<file path="config.mk">
export PLATFORM = sky130hd
export DESIGN_NAME = gpio_alias_port
export DESIGN_NICKNAME = d
export VERILOG_FILES = /design/src/rtl/gpio_port_pkg.sv /design/src/rtl/gpio_reg_decode.sv /design/src/rtl/gpio_mask_update.sv /design/src/rtl/gpio_pin_sync.sv /design/src/rtl/gpio_alias_port.sv
export SDC_FILE = /design/constraint.sdc
export NUM_CORES = 1
export LEC_CHECK = 0
export ABC_AREA = 0
export BUFFER_PORTS_ARGS = -buffer_cell sky130_fd_sc_hd__buf_2
export CAP_MARGIN = 0
export CORE_UTILIZATION = 54
export CTS_BUF_LIST = sky130_fd_sc_hd__clkbuf_4 sky130_fd_sc_hd__clkbuf_8
export DETAILED_ROUTE_END_ITERATION = 7
export GPL_TIMING_DRIVEN = 0
export MAX_ROUTING_LAYER = met4
export PLACE_DENSITY_LB_ADDON = 0.05
export SLEW_MARGIN = 20
export SYNTH_ARGS = -nofsm -noshare
export SYNTH_HDL_FRONTEND = slang
export SYNTH_SLANG_ARGS = --single-unit
</file>
<file path="constraint.sdc">
create_clock -name clk_i -period 2.4 [get_ports clk_i]
set_input_delay 0.48 -clock clk_i [delete_from_list [all_inputs] [get_ports clk_i]]
set_output_delay 0.48 -clock clk_i [all_outputs]
set_load 0.05 [all_outputs]
</file>
<file path="src/rtl/gpio_port_pkg.sv">
package gpio_port_pkg;

    // Encoding follows the low two bits of the word index (alias order).
    typedef enum logic [1:0] {
        OP_WRITE  = 2'd0,
        OP_SET    = 2'd1,
        OP_CLEAR  = 2'd2,
        OP_TOGGLE = 2'd3
    } bit_op_e;

    typedef enum logic [1:0] {
        TGT_NONE   = 2'd0,
        TGT_ENABLE = 2'd1,
        TGT_LEVEL  = 2'd2,
        TGT_PINS   = 2'd3
    } reg_tgt_e;

    typedef struct packed {
        reg_tgt_e tgt;
        bit_op_e  op;
    } reg_sel_t;

endpackage

</file>
<file path="src/rtl/gpio_reg_decode.sv">
module gpio_reg_decode
    import gpio_port_pkg::*;
#(
    parameter int ADDR_W = 8
) (
    input  logic [ADDR_W-1:0] addr_i,
    output reg_sel_t          sel_o
);
    localparam int IDX_W = ADDR_W - 2;

    logic [IDX_W-1:0] word_idx;
    logic             unused_byte_bits;

    assign word_idx         = addr_i[ADDR_W-1:2];
    assign unused_byte_bits = ^addr_i[1:0];

    always_comb begin
        sel_o.op = bit_op_e'(word_idx[1:0]);
        if (word_idx < IDX_W'(4)) begin
            sel_o.tgt = TGT_ENABLE;
        end else if (word_idx < IDX_W'(8)) begin
            sel_o.tgt = TGT_LEVEL;
        end else if (word_idx == IDX_W'(8)) begin
            sel_o.tgt = TGT_PINS;
            sel_o.op  = OP_WRITE;
        end else begin
            sel_o.tgt = TGT_NONE;
            sel_o.op  = OP_WRITE;
        end
    end

endmodule

</file>
<file path="src/rtl/gpio_mask_update.sv">
module gpio_mask_update
    import gpio_port_pkg::*;
#(
    parameter int WIDTH = 16
) (
    input  logic [WIDTH-1:0] cur_i,
    input  logic [WIDTH-1:0] data_i,
    input  logic [WIDTH-1:0] lane_i,
    input  bit_op_e          op_i,
    input  logic             en_i,
    output logic [WIDTH-1:0] nxt_o
);
    logic [WIDTH-1:0] eff_mask;

    assign eff_mask = data_i & lane_i;

    always_comb begin
        nxt_o = cur_i;
        if (en_i) begin
            unique case (op_i)
                OP_WRITE:  nxt_o = (cur_i & ~lane_i) | eff_mask;
                OP_SET:    nxt_o = cur_i | eff_mask;
                OP_CLEAR:  nxt_o = cur_i & ~eff_mask;
                OP_TOGGLE: nxt_o = cur_i ^ eff_mask;
                default:   nxt_o = cur_i;
            endcase
        end
    end

endmodule

</file>
<file path="src/rtl/gpio_pin_sync.sv">
module gpio_pin_sync #(
    parameter int WIDTH = 16
) (
    input  logic             clk_i,
    input  logic             rst_i,
    input  logic [WIDTH-1:0] pin_i,
    output logic [WIDTH-1:0] pin_o
);
    typedef struct packed {
        logic [WIDTH-1:0] meta;
        logic [WIDTH-1:0] stable;
    } sync_t;

    sync_t sync_d, sync_q;

    always_comb begin
        sync_d        = sync_q;
        sync_d.meta   = pin_i;
        sync_d.stable = sync_q.meta;
    end

    always_ff @(posedge clk_i) begin
        if (rst_i) begin
            sync_q <= '0;
        end else begin
            sync_q <= sync_d;
        end
    end

    assign pin_o = sync_q.stable;

endmodule

</file>
<file path="src/rtl/gpio_alias_port.sv">
module gpio_alias_port
    import gpio_port_pkg::*;
#(
    parameter int NUM_PINS = 16,
    parameter int DATA_W   = 32,
    parameter int ADDR_W   = 8
) (
    input  logic                clk_i,
    input  logic                rst_i,
    input  logic                bus_cyc_i,
    input  logic                bus_stb_i,
    input  logic                bus_we_i,
    input  logic [ADDR_W-1:0]   bus_adr_i,
    input  logic [DATA_W-1:0]   bus_dat_i,
    input  logic [DATA_W/8-1:0] bus_sel_i,
    output logic [DATA_W-1:0]   bus_dat_o,
    output logic                bus_ack_o,
    input  logic [NUM_PINS-1:0] pin_in_i,
    output logic [NUM_PINS-1:0] pin_out_o,
    output logic [NUM_PINS-1:0] pin_oe_o
);
    localparam int SEL_W = DATA_W / 8;

    typedef struct packed {
        logic [NUM_PINS-1:0] oe;
        logic [NUM_PINS-1:0] lvl;
        logic                ack;
        logic [DATA_W-1:0]   rdata;
    } port_state_t;

    port_state_t state_d, state_q;

    reg_sel_t            dec;
    logic                req;
    logic [DATA_W-1:0]   lane_full;
    logic [NUM_PINS-1:0] lane_pins;
    logic [NUM_PINS-1:0] data_pins;
    logic [NUM_PINS-1:0] oe_nxt;
    logic [NUM_PINS-1:0] lvl_nxt;
    logic [NUM_PINS-1:0] pins_sync;
    logic                en_oe;
    logic                en_lvl;
    logic [DATA_W-1:0]   rd_mux;
    logic                unused_upper;

    // Byte lane expansion
    for (genvar b = 0; b < SEL_W; b++) begin : g_lane
        assign lane_full[b*8 +: 8] = {8{bus_sel_i[b]}};
    end

    assign lane_pins = lane_full[NUM_PINS-1:0];
    assign data_pins = bus_dat_i[NUM_PINS-1:0];

    if (NUM_PINS < DATA_W) begin : g_upper
        assign unused_upper = ^{lane_full[DATA_W-1:NUM_PINS], bus_dat_i[DATA_W-1:NUM_PINS]};
    end else begin : g_no_upper
        assign unused_upper = 1'b0;
    end

    gpio_reg_decode #(
        .ADDR_W (ADDR_W)
    ) i_decode (
        .addr_i (bus_adr_i),
        .sel_o  (dec)
    );

    assign req    = bus_cyc_i & bus_stb_i & ~state_q.ack;
    assign en_oe  = req & bus_we_i & (dec.tgt == TGT_ENABLE);
    assign en_lvl = req & bus_we_i & (dec.tgt == TGT_LEVEL);

    gpio_mask_update #(
        .WIDTH (NUM_PINS)
    ) i_upd_oe (
        .cur_i  (state_q.oe),
        .data_i (data_pins),
        .lane_i (lane_pins),
        .op_i   (dec.op),
        .en_i   (en_oe),
        .nxt_o  (oe_nxt)
    );

    gpio_mask_update #(
        .WIDTH (NUM_PINS)
    ) i_upd_lvl (
        .cur_i  (state_q.lvl),
        .data_i (data_pins),
        .lane_i (lane_pins),
        .op_i   (dec.op),
        .en_i   (en_lvl),
        .nxt_o  (lvl_nxt)
    );

    gpio_pin_sync #(
        .WIDTH (NUM_PINS)
    ) i_sync (
        .clk_i (clk_i),
        .rst_i (rst_i),
        .pin_i (pin_in_i),
        .pin_o (pins_sync)
    );

    // Readback multiplexer
    always_comb begin
        rd_mux = '0;
        unique case (dec.tgt)
            TGT_ENABLE: rd_mux[NUM_PINS-1:0] = state_q.oe;
            TGT_LEVEL:  rd_mux[NUM_PINS-1:0] = state_q.lvl;
            TGT_PINS:   rd_mux[NUM_PINS-1:0] = pins_sync;
            default:    rd_mux = '0;
        endcase
    end

    always_comb begin
        state_d     = state_q;
        state_d.oe  = oe_nxt;
        state_d.lvl = lvl_nxt;
        state_d.ack = req;
        if (req) begin
            state_d.rdata = rd_mux;
        end
    end

    always_ff @(posedge clk_i) begin
        if (rst_i) begin
            state_q <= '0;
        end else begin
            state_q <= state_d;
        end
    end

    assign bus_ack_o = state_q.ack;
    assign bus_dat_o = state_q.rdata;
    assign pin_oe_o  = state_q.oe;
    assign pin_out_o = state_q.lvl & state_q.oe;

    // Assertions
    AST_ACK_FOLLOWS_REQ: assert property (@(posedge clk_i) disable iff (rst_i)
        (bus_cyc_i && bus_stb_i && !bus_ack_o) |=> bus_ack_o);
    AST_ACK_ONE_CYCLE: assert property (@(posedge clk_i) disable iff (rst_i)
        bus_ack_o |=> !bus_ack_o);
    AST_SET_KEEPS_ONES: assert property (@(posedge clk_i) disable iff (rst_i)
        (req && bus_we_i && dec.tgt == TGT_LEVEL && dec.op == OP_SET)
        |=> ((state_q.lvl & $past(state_q.lvl)) == $past(state_q.lvl)));
    AST_CLEAR_KEEPS_ZEROS: assert property (@(posedge clk_i) disable iff (rst_i)
        (req && bus_we_i && dec.tgt == TGT_ENABLE && dec.op == OP_CLEAR)
        |=> ((state_q.oe | $past(state_q.oe)) == $past(state_q.oe)));
    AST_NO_LANE_NO_CHANGE: assert property (@(posedge clk_i) disable iff (rst_i)
        (req && bus_we_i && bus_sel_i == '0)
        |=> ($stable(pin_oe_o) && $stable(state_q.lvl)));
    AST_UNMAPPED_READ_ZERO: assert property (@(posedge clk_i) disable iff (rst_i)
        (req && !bus_we_i && dec.tgt == TGT_NONE) |=> (bus_dat_o == '0));
    AST_UNMAPPED_WRITE_HOLD: assert property (@(posedge clk_i) disable iff (rst_i)
        (req && bus_we_i && (dec.tgt == TGT_NONE || dec.tgt == TGT_PINS))
        |=> ($stable(pin_oe_o) && $stable(state_q.lvl)));

endmodule

</file>
Word-level counts from Yosys, hierarchy flattened
Cells that the tools add are included.
- $lt $le $gt $ge: 2
- multiplexer cells: 8
- reduce and logical (&&, ||, !) cells: 1
- bitwise logic cells: 20
- equality and inequality tests: 7
- operator list (kind ; count):
    $pmux W16 S4 ; 2
    $and A16 B16 Y16 ; 6
    $or A16 B16 Y16 ; 4
    $pmux W16 S3 ; 1
    $not A16 Y16 ; 2
    $xor A16 B16 Y16 ; 2
    $eq A2 B2 Y1 const B ; 4
    $mux W2 ; 4
    $eq A6 B4 Y1 const B ; 1
    $lt A6 B3 Y1 const B ; 1
    $lt A6 B4 Y1 const B ; 1
    $and A1 B1 Y1 ; 5
    $eq A2 B1 Y1 const B ; 2
    $mux W4 ; 1
    $logic_not A2 Y1 ; 1
    $not A1 Y1 ; 1
- output and inout bits: 65
- register bits after elaboration: 81
- logic and storage cells: 44
- bits of input ports: 65

Logic depth before layout (Yosys ltp)
- word-level depth: 6
- mapped depth: 8
- mapped depth without buffers: 6

By module
Synthesis repeated with hierarchy kept, for this count alone.
- cells, all modules: 617
- area total of the unflattened synthesis: 5218.8 sq um
- modules (own cells, without submodules) (module ; cells each ; times used ; area each (sq um) ; seq. area each (sq um)):
    gpio_alias_port ; 230 ; 1 ; 2349.8 ; 980.9
    gpio_mask_update ; 156 ; 2 ; 972.2 ; 0.0
    gpio_pin_sync ; 67 ; 1 ; 863.3 ; 640.6
    gpio_reg_decode ; 8 ; 1 ; 61.3 ; 0.0

Worst setup path after synthesis
OpenSTA, ideal clock, no wires.
- path kind: input-to-reg
- start: input bus_sel_i[1]
- end: register state_q[44] (netlist bit)
- required time: 2.326 ns
- path buffers: 2
- cell stages on the path: 8
- arrival time: 2.023 ns
- slack: 0.302 ns
- library setup time: 0.074 ns
- path through: clkbuf_1 -> buf_1 -> nand2_1 -> ha_1 -> and2_1 -> o21ai_0 -> a21oi_1 -> o21ai_0
- longest elaborated chain between the ends: 4
- elaborated cells on any way between the ends: 9
- RTL lines (what ; line ; source):
    from (decl) ; gpio_alias_port.sv:15 ; input logic [DATA_W/8-1:0] bus_sel_i,
    $and A16 B16 Y16 or $not A16 Y16 (tied branches) ; gpio_mask_update.sv:15, gpio_mask_update.sv:21 ;
    $not A16 Y16 or $and A16 B16 Y16 (tied branches) ; gpio_mask_update.sv:23, gpio_mask_update.sv:21 ;
    $and A16 B16 Y16 or $or A16 B16 Y16 (tied branches) ; gpio_mask_update.sv:23, gpio_mask_update.sv:21 ;
    $pmux W16 S4 * ; gpio_mask_update.sv:20 ; unique case (op_i)
    to (signal assigned) ; gpio_alias_port.sv:127 ; state_q <= state_d;
    to (decl) ; gpio_alias_port.sv:31 ; port_state_t state_d, state_q;
Mark *: on every way between the ends. The rest lies on a longest branch, timed or not.
A chain may end at the register's enable or synchronous reset.

Worst setup path after layout
- start: input bus_sel_i[0]
- end: register state_q[40] (netlist bit)
Same word-level chain as after synthesis.

==> results.yml <==
place:
  post-place-cells: 758
  detailed_place.area_um2: 5157
  place.detailed.hpwl_mm: 9.471
  routability_congestion_estimate_from_global_placement: 0.8742
  placement.io_buffers: 88
route:
  drt-total-wl_mm: 13.20
  via_count: 4503
  detailedRoute.firstPassIterationCount: 8
  wl_met3_mm: 1.141
  route.detailed.wl_per_inst_um: 17.06
  drc_errors: 0
  post_drt_via_cell_ratio: 5.818
  met2WireLength_mm: 6.156
  drt-initial-drc-count: 495
  detail-route-antenna-nets: 0
  route.top_layer_used: "met4"
  total_routed_wire_length_on_the_met1_layer_mm: 5.599
setup_path:
  critical_path_peak_fanout: 10
  critical_path.startpoint: "bus_sel_i[0]"
  source_of_the_worst_register_to_register_timing_path: "bus_ack_o$_SDFF_PP0_"
  worstSetupPathDepth: 8
  worst_path_largest_cell_delay_ns: 0.51
  critical_path.n_buffers_inverters: 2
  worst-r2r-cell-count: 5
  worst_setup_path_start_kind: "primary input"
  worst_path_max_delay_cell: "sky130_fd_sc_hd__clkbuf_1"
  regToRegEndpoint: "pin_oe_o[8]$_SDFFE_PP0P_"
  path_cells: "buf_2, clkbuf_1, nand2_1, ha_1, and2_1, o21ai_0, a21oi_1, o21ai_1"
  cp.required_ns: 2.70
  timing.reg2reg.setup_slack_ns: 0.41
  crit_type: "primary input to register"
  endpoint: "state_q[40]$_SDFFE_PP0P_"
  crit_family: "buffers and inverters"
  timing.critical_path.arrival_ns: 2.36
  setup.worst_path.end_class: "register"
pwr:
  p_sw_frac: 0.3068
  pwr-share-seq: 0.505
  combinational_share_of_power: 0.146
  power.switching_mw: 0.8412
  p_leak_nw: 2.275
  intPower_mw: 1.901
  p_per_area_nw_per_um2: 513.3
  power.ir.vdd_worst_mv: 0.3296
  p_clk_frac: 0.349
timing:
  rsz0062_at_grt: "no"
  slew_violations: 0
  fin_tns_setup_ns: 0
  worst_slew_pin_slew_ns: 1.080
  fin_crit_sh: 0.8582
  finalHoldViolCount: 0
  finalHoldWorstSlack_ns: 0.3159
  period_needed_ns: 2.060
  max-slew-margin-rel: 0.2802
  setup_viol: 0
  max_freq_mhz: 485.5
  max_clock_skew_ns: 0.009526
cells_and_area:
  multi_input_comb_area_um2: 2547
  n_antenna_cell: 0
  final_design_area_no_fill_um2: 5341
  number_of_nets_in_the_final_layout: 761
  fin_cells: 774
  fillerInstances: 738
  layout-drive-gt1-share: 0.2123
  finish.utilization: 0.6534
  area_growth_syn_to_layout_pct: 17.93
  sequential_cell_area_um2: 1622
yosys:
  yosysSeqAreaShare: 0.3580
  syn_area_cell_um2: 8.235
  syn-cell-area_um2: 4529
  synth_cell_type_count: 39
  synth-seq-cells: 81
  yosysWarningCount: 0
  synthesis.instances: 550
clocking:
  tritoncts: "done"
  clk_transition_reported_paths_ns: 0.09
  ctsLongestPathBuffers: 2
  clk_latency_ns: 0.36
  cts-buffers-inserted: 9
  htree_num_levels: 3
  cts_num_sinks: 81
  cts_root_buf: "sky130_fd_sc_hd__clkbuf_8"
floorplan:
  fp.dieArea_um2: 8758
  number_of_ports_placed_on_the_die_boundary: 130
  design.core.area_um2: 8175
  floorplan.initialDensity: 0.5540
  die_w_um: 93.59
  number_of_rows_in_the_core_area: 33
  die_height_um: 93.59
global_route:
  grt_first_pass_wirelength_mm: 20.80
  via_count_of_the_first_global_routing_pass: 4097
  number_of_antenna_violations_at_the_first_check_in_global_routing: 0
  overflow: 0
  track_usage: 0.3233
  grt_max_degree: 17
worst_hold_path:
  hold_start: "pin_in_i[11]"
  timing.hold.worst.class: "primary input to register"
status:
  status: "finished clean"
job:
  max-cap-violations: 0
[worst min path at each step]
stage,endpoint,cells after the start
4_1_cts,i_sync.sync_d[13]$_SDFF_PP0_,2
5_1_grt,i_sync.sync_d[13]$_SDFF_PP0_,2
3_5_place_dp,i_sync.pin_o[1]$_SDFF_PP0_,1
2_1_floorplan,i_sync.pin_o[0]$_SDFF_PP0_,1
3_3_place_gp,i_sync.pin_o[5]$_SDFF_PP0_,1
6_report,i_sync.sync_d[11]$_SDFF_PP0_,2
[sequential cells by signal (all words and copies together) (netlist names)]
name	flops
i_sync.sync_d	16
bus_ack_o	1
i_sync.pin_o	16
bus_dat_o	16
state_q	16
pin_oe_o	16
[synthesized netlist by cell type, drive strengths merged]
| cell | count | share of area |
|---|---|---|
| a222oi | 16 | 0.035 |
| a211oi | 12 | 0.020 |
| and3 | 1 | 0.0014 |
| nand3b | 13 | 0.022 |
| a32oi | 1 | 0.0019 |
| inv | 26 | 0.022 |
| a221oi | 6 | 0.012 |
| a21boi | 1 | 0.0017 |
| nor2 | 49 | 0.041 |
| o221ai | 12 | 0.023 |
| a21oi | 41 | 0.046 |
| conb | 1 | 0.00083 |
| nor3b | 1 | 0.0028 |
| or3 | 1 | 0.0014 |
| dfxtp | 81 | 0.36 |
| and2 | 21 | 0.029 |
| nand4b | 1 | 0.0019 |
| buf | 28 | 0.046 |
| nand3 | 16 | 0.018 |
| nor3 | 2 | 0.0022 |
| o211ai | 13 | 0.022 |
| o2bb2ai | 3 | 0.0058 |
| o21ai | 41 | 0.045 |
| ha | 32 | 0.088 |
| clkbuf | 29 | 0.024 |
| o32ai | 2 | 0.012 |
| and4b | 1 | 0.0022 |
| nor4 | 2 | 0.0094 |
| o21ba | 1 | 0.0022 |
| or4b | 2 | 0.0061 |
| nor2b | 32 | 0.044 |
| nand2 | 60 | 0.050 |
| nor4b | 2 | 0.0039 |
[power groups by stage]
stage	Sequential, mW	Clock, mW	Combinational [mW]
floorplan	1.42	0	0.274
global placement	1.41	0	0.381
detailed placement	1.41	0	0.393
CTS	1.38	0.967	0.394
global route	1.39	1.02	0.434
finish	1.38	0.958	0.400
[final cells by class]
type	count	share of cell area
buffer	57	0.05997
clock buffer	9	0.02319
clock inverter	7	0.01101
inverter	26	0.01827
multi-input combinational	401	0.4769
sequential	81	0.3036
tap	105	0.02460
timing repair buffer	88	0.08245
[what timing repair did]
| item | 4_1_cts | 5_1_grt |
|---|---|---|
| hold buffers | 0 | 0 |
| setup buffers | 0 | 0 |
| hold endpoints to repair | 0 | 0 |
| gates resized for setup | 0 | 1 |
| setup endpoints to repair | 0 | 1 |
[metal layers]
layer,global-route usage,up-vias
met3,0.06179,29
met2,0.5061,219
met1,0.4098,2103
li1,-,2152
met5,-,-
met4,0.1333,0
[placed cells by master (no fill, tap or decap), types with 2 or more instances in the layout]
cell	instances
sky130_fd_sc_hd__nand3_1	16
sky130_fd_sc_hd__a21oi_1	40
sky130_fd_sc_hd__o21ai_0	37
sky130_fd_sc_hd__clkbuf_2	2
sky130_fd_sc_hd__nor4_4	2
sky130_fd_sc_hd__nor2b_1	32
sky130_fd_sc_hd__ha_1	32
sky130_fd_sc_hd__inv_1	26
sky130_fd_sc_hd__clkbuf_8	9
sky130_fd_sc_hd__and2_1	21
sky130_fd_sc_hd__buf_2	93
sky130_fd_sc_hd__nand2_1	60
sky130_fd_sc_hd__nor4b_1	2
sky130_fd_sc_hd__a221oi_1	6
sky130_fd_sc_hd__or4b_4	2
sky130_fd_sc_hd__clkbuf_1	28
sky130_fd_sc_hd__o2bb2ai_1	3
sky130_fd_sc_hd__a222oi_1	16
sky130_fd_sc_hd__nor3_1	2
sky130_fd_sc_hd__o211ai_1	13
sky130_fd_sc_hd__o21ai_1	4
sky130_fd_sc_hd__inv_6	3
sky130_fd_sc_hd__buf_4	18
sky130_fd_sc_hd__nor2_1	49
sky130_fd_sc_hd__dfxtp_1	81
sky130_fd_sc_hd__buf_6	4
sky130_fd_sc_hd__nand3b_1	13
sky130_fd_sc_hd__o32ai_4	2
sky130_fd_sc_hd__o221ai_1	12
sky130_fd_sc_hd__conb_1	16
sky130_fd_sc_hd__a211oi_1	12
[metrics by stage]
stage,power [mW],setup slack (ns)
2_1_floorplan,1.692,0.3024
3_3_place_gp,1.795,-0.1756
3_5_place_dp,1.808,-0.2177
4_1_cts,2.744,0.1448
5_1_grt,2.841,0.1272
6_report,2.742,0.3402
[kinds of logic after synthesis]
logic type / count (synthesis) / synth area share
AOI/OAI and AO/OA: 149 / 0.2268
adders and majority gates: 32 / 0.08840
buffers and inverters: 83 / 0.09198
DFF: 81 / 0.3580
other: 1 / 0.0008279
and+or+nand+nor: 204 / 0.2340
[worst register-to-register path, stage by stage, from the launching register on]
cell and delay [ns]:
sky130_fd_sc_hd__dfxtp_1 0.39, sky130_fd_sc_hd__and4b_1 0.22, sky130_fd_sc_hd__clkbuf_1 0.18, sky130_fd_sc_hd__a21oi_1 0.89, sky130_fd_sc_hd__a21oi_1 0.09, sky130_fd_sc_hd__o2bb2ai_1 0.17
No activity file was read; power rests on OpenSTA's default activity.
